File: config.mk
export PLATFORM = sky130hd
export DESIGN_NAME = cfg_chain_decoder
export DESIGN_NICKNAME = d
export VERILOG_FILES = /design/src/rtl/cfgdec_pkg.sv /design/src/rtl/cfg_seq.sv /design/src/rtl/win_decode.sv /design/src/rtl/cfg_chain_decoder.sv
export SDC_FILE = /design/constraint.sdc
export NUM_CORES = 1
export LEC_CHECK = 0
export BUFFER_PORTS_ARGS = -buffer_cell sky130_fd_sc_hd__buf_2
export CAP_MARGIN = 20
export CORE_UTILIZATION = 40
export CTS_CLUSTER_SIZE = 12
export DETAILED_ROUTE_END_ITERATION = 10
export PLACE_DENSITY = 0.59
export SYNTH_ARGS = -nofsm -noshare
export SYNTH_HDL_FRONTEND = slang
export SYNTH_HIERARCHICAL = 1
export SYNTH_SLANG_ARGS = --single-unit
File: constraint.sdc
create_clock -name clk -period 11.55 [get_ports clk]
set_input_delay 1.155 -clock clk [delete_from_list [all_inputs] [get_ports clk]]
set_output_delay 1.155 -clock clk [all_outputs]
set_load 0.02 [all_outputs]
File: src/rtl/cfgdec_pkg.sv
package cfgdec_pkg;
    localparam int NMOD  = 4;
    localparam int NSTEP = 1 + 2 * NMOD;

    typedef enum logic [1:0] {
        CMD_CFG   = 2'd0,
        CMD_UNCFG = 2'd1,
        CMD_CLR   = 2'd2,
        CMD_ID    = 2'd3
    } cmd_e;

    typedef enum logic [2:0] {
        SEL_ROM   = 3'd0,
        SEL_RAM   = 3'd1,
        SEL_BANK  = 3'd2,
        SEL_PORT1 = 3'd3,
        SEL_PORT2 = 3'd4,
        SEL_IO    = 3'd5
    } sel_e;

    localparam logic [20:0] IO_PARKED = 21'h100000;
    localparam logic [19:0] IO_CODE   = 20'h00019;

    function automatic logic [19:0] size_code(input int m);
        case (m)
            0:       return 20'hFF003;
            1:       return 20'hFF005;
            2:       return 20'hFF007;
            default: return 20'hFF001;
        endcase
    endfunction

    function automatic logic [19:0] base_code(input int m);
        case (m)
            0:       return 20'h000F4;
            1:       return 20'h000F6;
            2:       return 20'h000F8;
            default: return 20'h000F2;
        endcase
    endfunction
endpackage

File: src/rtl/cfg_seq.sv
module cfg_seq
    import cfgdec_pkg::*;
(
    input  logic                      clk,
    input  logic                      rst_n,
    input  logic                      cmd_valid,
    input  logic [1:0]                cmd_op,
    input  logic [19:0]               cmd_arg,
    output logic [NSTEP-1:0]          done,
    output logic [20:0]               io_base,
    output logic [NMOD-1:0][7:0]      mod_base,
    output logic [NMOD-1:0][7:0]      mod_end,
    output logic [19:0]               id_data
);
    typedef struct packed {
        logic [NSTEP-1:0]     done;
        logic [20:0]          io_base;
        logic [NMOD-1:0][7:0] base;
        logic [NMOD-1:0][7:0] size;
        logic [NMOD-1:0][7:0] endp;
        logic [19:0]          id;
    } st_t;

    st_t st_d, st_q;
    logic [3:0] first;
    logic       open;
    logic       hit;
    logic [7:0] pg;
    int         m;

    assign pg = cmd_arg[19:12];

    // lowest unfinished step
    always_comb begin
        first = '0;
        open  = 1'b0;
        for (int i = NSTEP - 1; i >= 0; i--) begin
            if (!st_q.done[i]) begin
                first = 4'(i);
                open  = 1'b1;
            end
        end
    end

    always_comb begin
        st_d = st_q;
        hit  = 1'b0;
        m    = 0;
        if (cmd_valid) begin
            case (cmd_e'(cmd_op))
                CMD_CFG: begin
                    if (open) begin
                        st_d.done[first] = 1'b1;
                        if (first == 4'd0) begin
                            st_d.io_base = {1'b0, cmd_arg[19:6], 6'b0};
                        end else if (first[0]) begin
                            m = (int'(first) - 1) / 2;
                            st_d.size[m] = ~pg;
                        end else begin
                            m = int'(first) / 2 - 1;
                            st_d.base[m] = pg;
                            st_d.endp[m] = pg + st_q.size[m];
                        end
                    end
                end
                CMD_UNCFG: begin
                    if (st_q.done[0] && ({1'b0, cmd_arg} == st_q.io_base)) begin
                        st_d.done[0] = 1'b0;
                        st_d.io_base = IO_PARKED;
                    end else begin
                        for (int k = 0; k < NMOD; k++) begin
                            if (!hit && st_q.done[2*k+2] && (pg == st_q.base[k])) begin
                                st_d.done[2*k+1] = 1'b0;
                                st_d.done[2*k+2] = 1'b0;
                                hit = 1'b1;
                            end
                        end
                    end
                end
                CMD_CLR: begin
                    st_d.done    = '0;
                    st_d.io_base = IO_PARKED;
                    st_d.base    = '0;
                    st_d.size    = '0;
                    st_d.endp    = '0;
                end
                default: begin
                    if (!open) begin
                        st_d.id = '0;
                    end else if (first == 4'd0) begin
                        st_d.id = {st_q.io_base[7:0], 12'h000} ^ IO_CODE;
                    end else if (first[0]) begin
                        m = (int'(first) - 1) / 2;
                        st_d.id = {st_q.size[m], 12'h000} ^ size_code(m);
                    end else begin
                        m = int'(first) / 2 - 1;
                        st_d.id = {st_q.base[m], 12'h000} ^ base_code(m);
                    end
                end
            endcase
        end
    end

    always_ff @(posedge clk) begin
        if (!rst_n) begin
            st_q         <= '0;
            st_q.io_base <= IO_PARKED;
        end else begin
            st_q <= st_d;
        end
    end

    assign done     = st_q.done;
    assign io_base  = st_q.io_base;
    assign mod_base = st_q.base;
    assign mod_end  = st_q.endp;
    assign id_data  = st_q.id;

    // a configure with an open step finishes exactly one more step
    a_r1_one_step: assert property (@(posedge clk) disable iff (!rst_n)
        (cmd_valid && cmd_op == CMD_CFG && open)
        |=> ($countones(st_q.done) == $past($countones(st_q.done)) + 1));

    // configure on a full chain leaves the chain untouched
    a_r10_full_hold: assert property (@(posedge clk) disable iff (!rst_n)
        (cmd_valid && cmd_op == CMD_CFG && !open) |=> $stable(st_q.done));

    // unconfigure never finishes a step
    a_r5_no_grow: assert property (@(posedge clk) disable iff (!rst_n)
        (cmd_valid && cmd_op == CMD_UNCFG)
        |=> ($countones(st_q.done) <= $past($countones(st_q.done))));

    // clearing the map reopens all steps and parks the window
    a_r6_clear: assert property (@(posedge clk) disable iff (!rst_n)
        (cmd_valid && cmd_op == CMD_CLR)
        |=> (st_q.done == '0 && st_q.io_base == IO_PARKED));
endmodule

File: src/rtl/win_decode.sv
module win_decode #(
    parameter int UNITS = 32
) (
    input  logic        active,
    input  logic [7:0]  base,
    input  logic [7:0]  endp,
    input  logic [19:0] addr,
    output logic        hit,
    output logic [19:0] offset
);
    localparam logic [19:0] MASK = 20'(UNITS * 2048 - 1);

    logic [7:0] rel;

    assign rel    = addr[19:12] - base;
    assign hit    = active && (addr[19:12] >= base) && (addr[19:12] <= endp);
    assign offset = {rel, addr[11:0]} & MASK;
endmodule

File: src/rtl/cfg_chain_decoder.sv
module cfg_chain_decoder
    import cfgdec_pkg::*;
#(
    parameter int RAM_UNITS  = 64,
    parameter int BANK_UNITS = 128,
    parameter int P1_UNITS   = 32,
    parameter int P2_UNITS   = 4
) (
    input  logic        clk,
    input  logic        rst_n,
    input  logic        cmd_valid,
    input  logic [1:0]  cmd_op,
    input  logic [19:0] cmd_arg,
    output logic [19:0] id_data,
    input  logic [19:0] acc_addr,
    input  logic        acc_write,
    input  logic        p1_wr_en,
    input  logic        p2_wr_en,
    output logic [2:0]  acc_sel,
    output logic [19:0] acc_offset,
    output logic        acc_wr_en
);
    logic [NSTEP-1:0]       done;
    logic [20:0]            io_base;
    logic [NMOD-1:0][7:0]   mod_base;
    logic [NMOD-1:0][7:0]   mod_end;
    logic [NMOD-1:0]        mod_hit;
    logic [NMOD-1:0][19:0]  mod_off;
    logic                   io_hit;

    cfg_seq u_seq (
        .clk      (clk),
        .rst_n    (rst_n),
        .cmd_valid(cmd_valid),
        .cmd_op   (cmd_op),
        .cmd_arg  (cmd_arg),
        .done     (done),
        .io_base  (io_base),
        .mod_base (mod_base),
        .mod_end  (mod_end),
        .id_data  (id_data)
    );

    for (genvar g = 0; g < NMOD; g++) begin : g_win
        localparam int UNITS = (g == 0) ? RAM_UNITS :
                               (g == 1) ? BANK_UNITS :
                               (g == 2) ? P1_UNITS : P2_UNITS;
        win_decode #(.UNITS(UNITS)) u_win (
            .active(done[2*g+2]),
            .base  (mod_base[g]),
            .endp  (mod_end[g]),
            .addr  (acc_addr),
            .hit   (mod_hit[g]),
            .offset(mod_off[g])
        );
    end

    assign io_hit = ({1'b0, acc_addr[19:6], 6'b0} == io_base);

    always_comb begin
        acc_sel    = SEL_ROM;
        acc_offset = acc_addr;
        acc_wr_en  = 1'b0;
        if (io_hit) begin
            acc_sel    = SEL_IO;
            acc_offset = {14'b0, acc_addr[5:0]};
            acc_wr_en  = acc_write;
        end else begin
            for (int k = NMOD - 1; k >= 0; k--) begin
                if (mod_hit[k]) begin
                    acc_sel    = 3'(k + 1);
                    acc_offset = mod_off[k];
                    case (k)
                        0:       acc_wr_en = acc_write;
                        2:       acc_wr_en = acc_write & p1_wr_en;
                        3:       acc_wr_en = acc_write & p2_wr_en;
                        default: acc_wr_en = 1'b0;
                    endcase
                end
            end
        end
    end

    // the I/O target is only chosen inside the placed window
    a_r2_io_window: assert property (@(posedge clk) disable iff (!rst_n)
        (acc_sel == SEL_IO) |-> (acc_addr[19:6] == io_base[19:6] && !io_base[20]));

    // RAM always wins over the other modules on its pages
    a_r7_ram_first: assert property (@(posedge clk) disable iff (!rst_n)
        (mod_hit[0] && !io_hit) |-> (acc_sel == SEL_RAM));

    // writes never reach ROM or the bank region
    a_r9_read_only: assert property (@(posedge clk) disable iff (!rst_n)
        (acc_sel == SEL_ROM || acc_sel == SEL_BANK) |-> !acc_wr_en);

    // a port 2 offset stays inside its capacity
    a_r8_p2_wrap: assert property (@(posedge clk) disable iff (!rst_n)
        (acc_sel == SEL_PORT2) |-> (acc_offset < 20'(P2_UNITS * 2048)));
endmodule

==> flow_summary.toml, run 1 <==
[status]
status = "finished clean"

[sta]
finalCriticalPeriod_ns = 5.31
final-setup-viol-count = 0
fin_ws_ns = 6.24
clock.fmax_mhz = 188
final.setup.tns_ns = 0
finClkSkew_ns = 0.00946
timing.final.crit_share_pct = 46.0
grt_setup_unrepaired = "no"
tightestPinTransition_ns = 0.999
drv_slew = 0
maxSlewHeadroom_pct = 33.4
final_hold_viol_count = 0

[cells_and_area]
area_delta_synth_final_pct = 0.634
final_cell_mix = "182 x nand2_1, 134 x dfxtp_1, 103 x inv_1"
seq_area_mm2 = 0.00268
fillCellCount = 2892
multi_input_area_mm2 = 0.00704
drive_gt1_share_pct = 15.9
final_common_cell = "nand2_1"
nets = 1454

[clock_network]
cts_root_buf = "clkbuf_16"
cts_hold_buf = 0
clock_latency_ns = 0.44
cts_made_buffers = 17
clk_pin_slew_ns = 0.07
post_cts_resized = 0
clk_path_buf_depth = 2
cts_tree = "done"
clock-sinks = 134
htree_levels = 4
postCtsSetupRepairBufs = 0

[floorplan]
dieArea_mm2 = 0.0298
die_h_um = 173
die_w_um = 173
core_area_mm2 = 0.0286
placementRows = 62
num_io_pins = 92
initial_core_util_pct = 40.6

[critical_path]
cp-end-kind = "flip-flop"
start_kind = "flip-flop"
cp.arrival_ns = 5.69
path_max_fanout = 24
crit_type = "flip-flop to flip-flop"
cp.required_ns = 11.93

[global_route]
grt_pass1_wl_um = 50800
grt-ovfl-total = 0
grt_usage_pct = 21.6
grt_pass1_vias = 8951
antenna_found_initial = 1
grt_max_degree = 45

[pwr]
peakVddDrop_mv = 0.0891
combPwrFrac_pct = 16.5
p_int_mw = 0.872
p_leak_nw = 4.46
seq_power_share_pct = 37.3
swShare_pct = 30.8
clockPowerShare_pct = 46.3
p_per_area_mw_per_mm2 = 108
p_switching_mw = 0.389

[place]
dp_hpwl_um = 23200
port_buffers = 87
dp_slack_ns = 6.31
gp_congestion = 0.850

[synthesis]
yosysWarningCount = 6
mappedNetlistArea_mm2 = 0.0116
netlist_instances = 1413
synth_area_per_cell_um2 = 8.23

[route]
drt_iter0_markers = 757
viasPerCell = 5.48
vias = 9358
avgRoutedWirePerCell_um = 18.6
route.detailed.drc = 0
routed_wl_um = 31800
ant_nets = 0
drt_pass1_iterations = 5

[job]
maxCapViolations = 0

[hold_path]
min-delay-path-class = "flip-flop to flip-flop"
==> metrics by stage <==
stage | hold slack [ns] | utilization, % | power, mW | cells | instance area, µm²
after floorplan | 0.426 | - | 0.646 | 1434 | 11700
after global placement | 0.435 | 38.7 | 0.682 | 1676 | 11100
after detailed placement | 0.442 | 38.7 | 0.685 | 1676 | 11100
after CTS | 0.451 | 40.9 | 1.27 | 1708 | 11700
after global routing | 0.477 | 40.9 | 1.31 | 1709 | 11700
final | 0.447 | 40.9 | 1.26 | 1709 | 11700
==> per-layer routing <==
metal / vias up / GRT usage, % / wire length (µm)
met3: 43 / 3.50 / 1620
li1: 4529 / - / -
met1: 4522 / 29.8 / 15200
met2: 264 / 34.5 / 14500
met5: - / 0 / 0
met4: 0 / 6.47 / 563
==> worst max-delay path, cell delays in order, from the launching register on <==
cell,delay (ns)
dfxtp_1,0.52
nand3_1,0.12
a21oi_1,0.18
or2_1,0.51
inv_1,0.52
ha_1,0.40
xnor2_1,0.22
ha_1,0.37
nand3_1,0.16
ha_1,0.31
nand4b_1,0.10
or4_1,0.62
nor4b_2,0.38
o211ai_1,0.15
o2111a_1,0.35
nand2b_1,0.24
nand3_1,0.08
==> worst paths after layout <==
check	cells past startpoint	to	slack, ns	startpoint
setup / recovery	16	u_seq/st_q[64]$_SDFFE_PN0P_	6.24	u_seq/done[2]$_SDFFE_PN0P_
hold / removal	2	u_seq/mod_end[3]$_SDFFE_PN0P_	0.45	u_seq/mod_end[3]$_SDFFE_PN0P_
setup reg to reg	16	u_seq/st_q[64]$_SDFFE_PN0P_	6.24	u_seq/done[2]$_SDFFE_PN0P_
hold reg to reg	2	u_seq/mod_end[3]$_SDFFE_PN0P_	0.45	u_seq/mod_end[3]$_SDFFE_PN0P_
==> cell type report <==
class                      count  area share [%]
clock inverter                15            1.70
tap                          384            4.10
timing repair buffer          93            4.10
clock buffer                  17            3.63
antenna                        1          0.0214
multi-input combinational    961            60.2
sequential                   134            22.9
inverter                     104            3.36
==> state kept, by name, summed over array words and instances (netlist names) <==
register        count
u_seq/st_q         32
u_seq/io_base      15
u_seq/done          9
u_seq/mod_end      32
u_seq/id_data      14
u_seq/mod_base     32
==> power groups by stage <==
stage | clock network [mW] | registers (mW) | logic [mW]
finish | 0.583 | 0.470 | 0.207
global route | 0.610 | 0.470 | 0.228
CTS | 0.592 | 0.470 | 0.206
detailed placement | 0 | 0.480 | 0.205
global placement | 0 | 0.480 | 0.202
floorplan | 0 | 0.478 | 0.167
Note: power is estimated with default switching activity, not from simulation.
==> inputs of run 2 (changes only) <==
PLACE_DENSITY = 0.61   (was 0.59)
clock period = 4.6 ns   (was 11.55 ns; I/O delays follow)
==> flow_summary.toml, run 2 (same netlist as run 1, synthesis figures left out) <==
[floorplan]
dieArea_mm2 = 0.0298
initial_core_util_pct = 40.6
num_io_pins = 92
placementRows = 62
core_area_mm2 = 0.0286
die_w_um = 173
die_h_um = 173

[cells_and_area]
final_cell_mix = "182 x nand2_1, 134 x dfxtp_1, 103 x inv_1"
drive_gt1_share_pct = 16.7
insertedDiodeCount = 0
nets = 1463
final_common_cell = "nand2_1"
area_delta_synth_final_pct = 0.893

[pwr]
p_leak_nw = 4.47
p_per_area_mw_per_mm2 = 258
seq_power_share_pct = 38.9
p_switching_mw = 0.915
clockPowerShare_pct = 43.7
peakVddDrop_mv = 0.237
swShare_pct = 30.2
p_int_mw = 2.12
combPwrFrac_pct = 17.4

[clock_network]
clock_latency_ns = 0.43
cts_tree = "done"
clk_path_buf_depth = 2
cts_root_buf = "clkbuf_16"
cts_hold_buf = 0
postCtsSetupRepairBufs = 0
clock-sinks = 134
cts_made_buffers = 17
clk_pin_slew_ns = 0.06
htree_levels = 4

[place]
gp_congestion = 0.908
dp_hpwl_um = 23500
dp_slack_ns = 0.277
port_buffers = 87

[sta]
final_hold_viol_count = 0
finalCriticalPeriod_ns = 4.24
final.setup.tns_ns = 0
timing.final.crit_share_pct = 92.1
clock.fmax_mhz = 236
maxSlewHeadroom_pct = 34.6
drv_slew = 0
final-setup-viol-count = 0
finClkSkew_ns = 0.0115
grt_setup_unrepaired = "no"
tightestPinTransition_ns = 0.979
fin_ws_ns = 0.364

[route]
ant_nets = 0
vias = 9458
drt_iter0_markers = 819
avgRoutedWirePerCell_um = 18.3
viasPerCell = 5.51
routed_wl_um = 31500
route.detailed.drc = 0
drt_pass1_iterations = 5

[hold_path]
min-delay-path-class = "primary input to flip-flop"

[critical_path]
crit_family = "simple AND/OR/NAND/NOR gates"
cp_slowest_stage_delay_ns = 0.53
path_max_fanout = 16
cpMaxStageDelayCell = "or4_4"
start_kind = "flip-flop"
cp.required_ns = 4.97
cp.arrival_ns = 4.60
cp-end-kind = "flip-flop"
crit_type = "flip-flop to flip-flop"
path_buf_inv = 0
path_cells = "and4_2 -> nand2_1 -> ha_1 -> o21a_1 -> nor2_2 -> xnor2_1 -> nand3b_1 -> ha_1 -> nand4b_1 -> or4_4 -> nor4b_2 -> nand2_1 -> o2111a_1 -> nand2b_1 -> nand3_1"

[job]
maxCapViolations = 0

[global_route]
grt_pass1_vias = 8981
grt_max_degree = 45
grt_usage_pct = 21.3
grt_pass1_wl_um = 50400
grt-ovfl-total = 0
antenna_found_initial = 0

[status]
status = "finished clean"
## run 2: cell count changes in the layout (fill, tap and decap cells not counted), sizes merged
cell | previous run | this run
buf | 93 | 102
inv | 114 | 109
clkinv | 3 | 6
clkinvlp | 0 | 2
bufinv | 2 | 1
clkbuf | 17 | 18
diode | 1 | 0
## run 2: metal layers
metal  up-vias  GRT usage [%]  share of wire (%)
li1       4559              -                  -
met1      4517           29.5                 47
met2       335           33.7                 45
met3        47           3.65                6.0
met4         0           6.44                2.1
met5         -              0                  0
## run 2: layout make-up
type | count | area (µm²)
clock buffer | 18 | 429
clock inverter | 14 | 140
fill | 2927 | 16900
inverter | 104 | 393
multi-input combinational | 961 | 7050
sequential | 134 | 2680
tap | 384 | 480
timing repair buffer | 102 | 561
## run 2: final timing paths
check	start	endpoint	slack, ns	cells past startpoint
worst max register to register	u_seq/done[2]$_SDFFE_PN0P_	u_seq/st_q[60]$_SDFFE_PN0P_	0.36	15
worst max-delay path	u_seq/done[2]$_SDFFE_PN0P_	u_seq/st_q[60]$_SDFFE_PN0P_	0.36	15
worst min register to register	u_seq/mod_end[2]$_SDFFE_PN0P_	u_seq/mod_end[2]$_SDFFE_PN0P_	0.45	2
worst min-delay path	cmd_arg[8]	u_seq/io_base[8]$_SDFFE_PN0P_	0.33	3
## run 2: stage by stage
step                      power (mW)  cells  hold slack (ns)  instance area [µm²]  util (%)
after floorplan                 1.62   1434            0.426                11700         -
after global placement          1.71   1685            0.435                11200      39.0
after detailed placement        1.72   1685            0.443                11200      39.0
after CTS                       3.04   1717            0.311                11700      41.0
after global routing            3.15   1717            0.341                11700      41.0
final                           3.03   1717            0.330                11700      41.0
## run 2: power groups by stage
stage / clock network (mW) / logic, mW / registers (mW)
after floorplan: 0 / 0.420 / 1.20
after global placement: 0 / 0.509 / 1.21
after detailed placement: 0 / 0.517 / 1.21
after CTS: 1.35 / 0.520 / 1.18
after global routing: 1.40 / 0.579 / 1.18
final: 1.32 / 0.529 / 1.18
## run 2: tightest hold or removal path, delay by kind of cell
kind,cells,cell delay (ns)
and+or+nand+nor,1,0.08
buffers and inverters,1,0.11
AOI/OAI and AO/OA,1,0.06
## run 2: timing repair
action                     CTS  global route
setup endpoints to repair    0            25
gates resized for setup      0             3
hold endpoints to repair     0             0
